[config.mk]
export PLATFORM = sky130hd
export DESIGN_NAME = dccs_bank_timers
export DESIGN_NICKNAME = d
export VERILOG_FILES = /design/src/rtl/dccs_timer.sv /design/src/rtl/dccs_bank_timers.sv
export SDC_FILE = /design/constraint.sdc
export NUM_CORES = 1
export LEC_CHECK = 0
export BUFFER_PORTS_ARGS = -buffer_cell sky130_fd_sc_hd__buf_2
export CELL_PAD_IN_SITES_DETAIL_PLACEMENT = 0
export CELL_PAD_IN_SITES_GLOBAL_PLACEMENT = 1
export CORE_UTILIZATION = 40
export CTS_BUF_LIST = sky130_fd_sc_hd__clkbuf_4
export DETAILED_ROUTE_END_ITERATION = 8
export HOLD_SLACK_MARGIN = 0.02
export PLACE_DENSITY_LB_ADDON = 0.08
export SLEW_MARGIN = 10
export SYNTH_ARGS = -nofsm -noshare
export SYNTH_HDL_FRONTEND = slang
export SYNTH_SLANG_ARGS = --single-unit
[constraint.sdc]
create_clock -name clk -period 2.2 [get_ports clk]
set_clock_uncertainty 0.1 [all_clocks]
set_input_delay 0.66 -clock clk [delete_from_list [all_inputs] [get_ports clk]]
set_output_delay 0.66 -clock clk [all_outputs]
set_load 0.005 [all_outputs]
[src/rtl/dccs_timer.sv]
module dccs_timer #(
  parameter int LIMIT = 4
) (
  input  logic clk,
  input  logic rst_n,
  input  logic start,
  output logic ready
);
  localparam int W = (LIMIT < 2) ? 1 : $clog2(LIMIT + 1);
  localparam logic [W-1:0] RELOAD = W'(LIMIT - 1);

  logic [W-1:0] cnt;

  always_ff @(posedge clk or negedge rst_n) begin
    if (!rst_n)              cnt <= '0;
    else if (start)          cnt <= RELOAD;
    else if (cnt != '0)      cnt <= cnt - 1'b1;
  end

  assign ready = (cnt == '0);

  generate
    if (LIMIT > 1) begin : g_chk
      AST_TMR_BLOCKS: assert property (@(posedge clk) disable iff (!rst_n)
        start |=> !ready);
    end
  endgenerate

endmodule

[src/rtl/dccs_bank_timers.sv]
module dccs_bank_timers #(
  parameter int NBANK = 8,
  parameter int RTP_L = 6,
  parameter int WRR_L = 22,
  localparam int BW = (NBANK < 2) ? 1 : $clog2(NBANK)
) (
  input  logic          clk,
  input  logic          rst_n,
  input  logic          rd_go,
  input  logic          wr_go,
  input  logic [BW-1:0] bank,
  output logic          rtp_ok,
  output logic          wrr_ok
);
  logic [NBANK-1:0] rtp_rdy;
  logic [NBANK-1:0] wrr_rdy;

  generate
    for (genvar b = 0; b < NBANK; b++) begin : g_bank
      logic hit;
      assign hit = (bank == BW'(b));

      dccs_timer #(.LIMIT(RTP_L)) u_rtp (
        .clk(clk), .rst_n(rst_n), .start(rd_go && hit), .ready(rtp_rdy[b])
      );
      dccs_timer #(.LIMIT(WRR_L)) u_wrr (
        .clk(clk), .rst_n(rst_n), .start(wr_go && hit), .ready(wrr_rdy[b])
      );
    end
  endgenerate

  assign rtp_ok = rtp_rdy[bank];
  assign wrr_ok = wrr_rdy[bank];

  AST_BANK_WR_HOLD: assert property (@(posedge clk) disable iff (!rst_n)
    wr_go |=> (bank != $past(bank)) || !wrr_ok);

endmodule

==> results of run 1 <==
worst reg2reg max path, cell delays in order, from the launching register on:
cell,delay [ns]
sky130_fd_sc_hd__dfrtp_1,0.39
sky130_fd_sc_hd__inv_1,0.08
sky130_fd_sc_hd__ha_1,0.17
sky130_fd_sc_hd__nor4b_4,0.29
sky130_fd_sc_hd__buf_4,0.17
sky130_fd_sc_hd__buf_4,0.12
sky130_fd_sc_hd__and2b_2,0.21
sky130_fd_sc_hd__a211oi_1,0.16
cells in the mapped netlist, types with 6 or more instances:
cell type,n
sky130_fd_sc_hd__inv_1,35
sky130_fd_sc_hd__xnor2_1,16
sky130_fd_sc_hd__nand2b_1,16
sky130_fd_sc_hd__ha_1,24
sky130_fd_sc_hd__nor2_1,23
sky130_fd_sc_hd__or3_1,6
sky130_fd_sc_hd__o21a_1,6
sky130_fd_sc_hd__buf_2,6
sky130_fd_sc_hd__nand2_1,42
sky130_fd_sc_hd__o21ai_0,13
sky130_fd_sc_hd__mux2i_1,15
sky130_fd_sc_hd__dfrtp_1,64
sky130_fd_sc_hd__nor4b_4,8
sky130_fd_sc_hd__nor2b_1,7
per-layer routing:
metal  share of wire  vias up  global-route usage  routed length (um)
met2            0.48       11               0.284                3590
met1            0.49     1330               0.217                3650
met4           0.014        0              0.0611                 103
met5               0        -                   0                   0
li1                -     1427                   -                   -
met3           0.018       11              0.0381                 133
power by group through the flow:
| stage | logic [W] | clock network [W] | registers (W) |
|---|---|---|---|
| final | 0.00372 | 0.000631 | 0.00232 |
| after global routing | 0.00421 | 0.000724 | 0.00241 |
| after CTS | 0.00357 | 0.000666 | 0.00230 |
| after detailed placement | 0.00309 | 0 | 0.00231 |
| after global placement | 0.00300 | 0 | 0.00230 |
| after floorplan | 0.00196 | 0 | 0.00225 |
worst paths after layout:
kind                                        start                      to
setup / recovery           g_bank[2].u_rtp.cnt[1]                  rtp_ok
hold / removal                              rst_n  g_bank[6].u_wrr.cnt[2]
setup reg to reg           g_bank[4].u_wrr.cnt[0]  g_bank[4].u_wrr.cnt[1]
hold reg to reg            g_bank[0].u_rtp.cnt[2]  g_bank[0].u_rtp.cnt[2]
max in group asynchronous                   rst_n  g_bank[2].u_wrr.cnt[3]
min in group clk           g_bank[0].u_rtp.cnt[2]  g_bank[0].u_rtp.cnt[2]
registers in the layout (all words and copies together) (netlist names):
signal            cells
g_bank.u_wrr.cnt     40
g_bank.u_rtp.cnt     24
through the flow:
stage / area, um^2 / setup slack (ns) / util / power, W / TNS, ns
floorplan: 3640 / 0.00822 / - / 0.00421 / 0
global placement: 4350 / -0.294 / 0.496 / 0.00530 / -0.548
detailed placement: 4350 / -0.300 / 0.496 / 0.00540 / -0.569
CTS: 4730 / -0.494 / 0.539 / 0.00654 / -0.901
global route: 4800 / -0.540 / 0.548 / 0.00734 / -1.07
finish: 4800 / -0.461 / 0.548 / 0.00667 / -0.824
area by class of cell:
class / instances / area [um^2] / area share
clock inverter: 3 / 11.3 / 0.00234
timing repair buffer: 106 / 788 / 0.164
clock buffer: 11 / 82.6 / 0.0172
inverter: 35 / 131 / 0.0273
tap: 108 / 135 / 0.0281
sequential: 64 / 1600 / 0.333
multi-input combinational: 245 / 2050 / 0.428
logic make-up after synthesis:
| family | synth area share |
|---|---|
| flops | 0.442 |
| mux | 0.0538 |
| compound gates | 0.0949 |
| buf+inv | 0.0466 |
| fa+ha+maj | 0.0828 |
| simple gates | 0.242 |
| xor+xnor | 0.0386 |
repair_timing:
action,in CTS,in global routing
endpoints found under the setup margin,2,2
gates cloned,0,0
pin swaps,8,1
setup buffers,20,2
resized for setup,42,14
==> flow_summary.yaml, run 1 <==
finish:
  layout_common_cells: "sky130_fd_sc_hd__buf_4 (97), sky130_fd_sc_hd__dfrtp_1 (64), sky130_fd_sc_hd__nand2_1 (42)"
  antennaDiodeCount: 0
  filler_cell_count: 811
  fin_cells: 572
  drive_above_1_share: 0.379
  area_delta_synth_final_pct: 32.5
  final_nets: 492
  final_common_cell: "sky130_fd_sc_hd__buf_4"
route:
  viasPerCell: 4.86
  drt-total-wl_mm: 7.47
  route.detailed.drc: 0
  first_iter_violations: 74
  detailedRoute.firstPassIterationCount: 4
  final_antenna_net_count: 0
  wl_per_cell_um: 13.1
  vias: 2779
clock_network:
  postCtsHoldBufs: 0
  root_buffer: "sky130_fd_sc_hd__clkbuf_4"
  cts_tree: "done"
  numClockSinks: 64
  cts_max_level: 3
  clkTransAtPathRegs_ns: 0.10
  clkLatencyLatePin_ns: 0.40
  clock_path_buffers: 2
  cts_inserted_buffers: 9
status:
  run_status: "finished with violations"
  failing_checks: "negative setup slack"
sta:
  final-max-slew-violation-count: 0
  final-setup-viol-count: 2
  final_hold_viol_count: 0
  fmax_mhz: 376
  finalWorstSetupSlack_ns: -0.461
  fin_hold_ws_ns: 0.0689
  timing.final.crit_period_ns: 2.66
  final_min_period_over_clock_period: 1.21
  unrepaired_setup_endpoints_after_global_routing: "yes"
  timing.max_slew.rel_slack: 0.737
  max_slew.worst_pin.slew_ns: 0.394
critical_path:
  crit_type: "register to output port"
  start_kind: "register"
  cp_num_cells: 6
  ff2ff_path_depth: 7
  critical_path.slowest_cell: "sky130_fd_sc_hd__mux4_2"
  cp-end-kind: "output port"
  cpLargestDelayFamily: "multiplexers"
  worstPathBufferInverterCount: 2
  r2r_setup_slack_ns: 0.44
  crit_chain: "inv_2, ha_4, nand2b_4, mux4_2, mux2i_1, buf_2"
  critical-path-max-stage-delay_ns: 0.44
  worst_ep_required_time_ns: 1.44
  wp_data_arrival_ns: 1.90
  crit_path_max_fanout: 2
place:
  buffer_ports.inserted: 8
  dpl.cell_count: 536
  placed_wire_length_estimate_after_detailed_placement_mm: 5.24
  place.gp.congestion: 0.739
global_routing:
  antenna_violations_before_repair: 0
  wire_length_of_the_first_global_routing_pass_mm: 12.8
  vias_in_the_first_global_route: 2794
  maximum_number_of_pins_on_one_net_before_global_route_repair: 51
  grt.overflow.total: 0
  grt.total_usage: 0.170
floorplanning:
  num_rows: 34
  initial_core_utilization: 0.414
  core-area_mm2: 0.00876
  die_height_um: 97.2
  ioPinCount: 9
  die_width_um: 97.2
  floorplan.die_area_mm2: 0.00945
yosys:
  syn-instance-count: 352
  synth_ff_type: "sky130_fd_sc_hd__dfrtp_1"
  post_synth_instance_area_mm2: 0.00363
  synth.yosys.warnings: 0
  synthDominantAreaCellType: "sky130_fd_sc_hd__dfrtp_1"
  synth_seq_area_share: 0.442
  avgSynthCellArea_um2: 10.3
  synth_top_area_frac: 0.442
  synth_enable_flop_cells: 0
  synth_async_sr_flop_share: 1.00
  post_synth_main_area_contributors: "sky130_fd_sc_hd__dfrtp_1 (44%), sky130_fd_sc_hd__ha_1 (8.3%), sky130_fd_sc_hd__nor4b_4 (5.2%)"
  netlist-cell-type-count: 38
  mappedNetlistNets: 383
  synth-seq-cells: 64
power_and_ir_drop:
  power.density_mw_per_mm2: 1390
  portion_of_total_power_attributed_to_sequential_cells: 0.347
  pwr-share-clk: 0.095
  power_switching_w: 0.00240
  power.share.combinational: 0.558
  p_int_w: 0.00427
  total_leakage_power_nw: 2.28
  ir_worst_vdd_mv: 0.540
  power.share.switching: 0.360
min_path:
  worst_hold_path_type: "primary input to async pin"
job:
  number_of_maximum_capacitance_constraint_violations: 0
Note: power is estimated with default switching activity, not from simulation.
==> run 2, diff against run 1 <==
SKIP_CTS_REPAIR_TIMING = 1   (was unset)
==> flow_summary.yaml, run 2 (synthesized netlist as in run 1, its figures left out) <==
critical_path:
  critical-path-max-stage-delay_ns: 0.44
  r2r-start: "g_bank[0].u_wrr.cnt[1]"
  critical_path.slowest_cell: "sky130_fd_sc_hd__mux4_2"
  worst_ep_required_time_ns: 1.44
  critical_path.reg2reg.endpoint: "g_bank[0].u_wrr.cnt[3]"
  r2r_setup_slack_ns: 0.48
  crit_path_max_fanout: 2
  wp_data_arrival_ns: 1.89
  crit_chain: "inv_2, ha_4, nand2b_4, mux4_2, mux2i_1, buf_2"
  worstPathBufferInverterCount: 2
  cp-end-kind: "output port"
  crit_type: "register to output port"
  ff2ff_path_depth: 6
  cpLargestDelayFamily: "multiplexers"
  start_kind: "register"
sta:
  final-max-slew-violation-count: 0
  timing.final.crit_period_ns: 2.65
  max_slew.worst_pin.slew_ns: 0.395
  final-setup-viol-count: 2
  unrepaired_setup_endpoints_after_global_routing: "yes"
  final_min_period_over_clock_period: 1.20
  fmax_mhz: 377
  timing.max_slew.rel_slack: 0.737
  finalWorstSetupSlack_ns: -0.449
  final_hold_viol_count: 0
global_routing:
  busiest_grt_layer: "met2"
  wire_length_of_the_first_global_routing_pass_mm: 12.4
  vias_in_the_first_global_route: 2648
  grtUsageMet3: 0.0374
  grt.overflow.total: 0
  grt_util_met2: 0.268
  antenna_violations_before_repair: 0
  grt.met1_usage: 0.214
  maximum_number_of_pins_on_one_net_before_global_route_repair: 51
  grt.total_usage: 0.164
finish:
  layout.core_utilization: 0.541
  filler_cell_count: 798
  largest_register_ffs: 40
  final_common_cell: "sky130_fd_sc_hd__buf_4"
  fin_cells: 563
  drive_above_1_share: 0.360
  final_nets: 483
  regMostFlops: "g_bank.u_wrr.cnt"
  antennaDiodeCount: 0
  biggestRegsByFlops: "g_bank.u_wrr.cnt (40), g_bank.u_rtp.cnt (24)"
  layout_common_cells: "sky130_fd_sc_hd__buf_4 (88), sky130_fd_sc_hd__dfrtp_1 (64), sky130_fd_sc_hd__nand2_1 (42)"
  area_delta_synth_final_pct: 30.8
job:
  number_of_maximum_capacitance_constraint_violations: 0
floorplanning:
  core-area_mm2: 0.00876
  initial_core_utilization: 0.414
  ioPinCount: 9
  num_rows: 34
  die_height_um: 97.2
  floorplan.die_area_mm2: 0.00945
  die_width_um: 97.2
status:
  run_status: "finished with violations"
  failing_checks: "negative setup slack"
route:
  route.detailed.drc: 0
  vias: 2752
  wl_per_cell_um: 13.0
  first_iter_violations: 85
  viasPerCell: 4.89
  detailedRoute.firstPassIterationCount: 5
  final_antenna_net_count: 0
  drt-total-wl_mm: 7.33
place:
  place.gp.congestion: 0.739
  dp_worst_setup_slack_ns: -0.300
  buffer_ports.inserted: 8
  dpl.cell_count: 536
  placed_wire_length_estimate_after_detailed_placement_mm: 5.24
power_and_ir_drop:
  total_leakage_power_nw: 2.25
  power.density_mw_per_mm2: 1380
  ir_worst_vdd_mv: 0.517
clock_network:
  cts_inserted_buffers: 9
  numClockSinks: 64
  clkLatencyLatePin_ns: 0.39
  cts_tree: "done"
  cts_max_level: 3
  clkTransAtPathRegs_ns: 0.10
  root_buffer: "sky130_fd_sc_hd__clkbuf_4"
  clock_path_buffers: 2
min_path:
  worst_hold_path_type: "primary input to async pin"
run 2: cell types whose count changed in the layout (fill, tap and decap cells not counted), sizes merged:
cell / previous run / this run
buf: 106 / 97
run 2: how the worst max path moves through the flow:
stage          cells after the start                    from      to  slack [ns]
6_report                           6  g_bank[6].u_rtp.cnt[0]  rtp_ok       -0.45
2_1_floorplan                      5                 bank[1]  wrr_ok       0.008
3_3_place_gp                       4                 bank[2]  rtp_ok       -0.29
4_1_cts                            6  g_bank[6].u_rtp.cnt[0]  rtp_ok       -0.54
5_1_grt                            6  g_bank[6].u_wrr.cnt[0]  wrr_ok       -0.53
3_5_place_dp                       4                 bank[2]  rtp_ok       -0.30
run 2: where the power goes:
part	internal [W]	total (W)	switching, W
Clock	0.000236	0.000624	0.000389
Sequential	0.00180	0.00231	0.000509
Combinational	0.00215	0.00360	0.00146
Total	0.00419	0.00654	0.00236
run 2: layout make-up:
class	instances	area (um^2)	share of cell area
clock inverter	3	11.3	0.00237
multi-input combinational	245	2060	0.434
inverter	35	131	0.0277
timing repair buffer	97	721	0.152
tap	108	135	0.0285
clock buffer	11	82.6	0.0174
sequential	64	1600	0.338
run 2: per-layer routing:
metal  vias to the layer above  part of all wire
met1                      1313              0.49
met3                         7             0.023
met2                        23              0.48
met4                         0            0.0090
met5                         -                 0
li1                       1409                 -
run 2: per-stage QoR:
stage	instance area [um^2]	hold slack [ns]	total power (W)	TNS, ns
floorplan	3640	0.264	0.00421	0
global placement	4350	0.397	0.00530	-0.548
detailed placement	4350	0.402	0.00540	-0.569
CTS	4440	0.0601	0.00606	-1.02
global route	4740	0.0617	0.00721	-1.05
finish	4740	0.0744	0.00654	-0.827
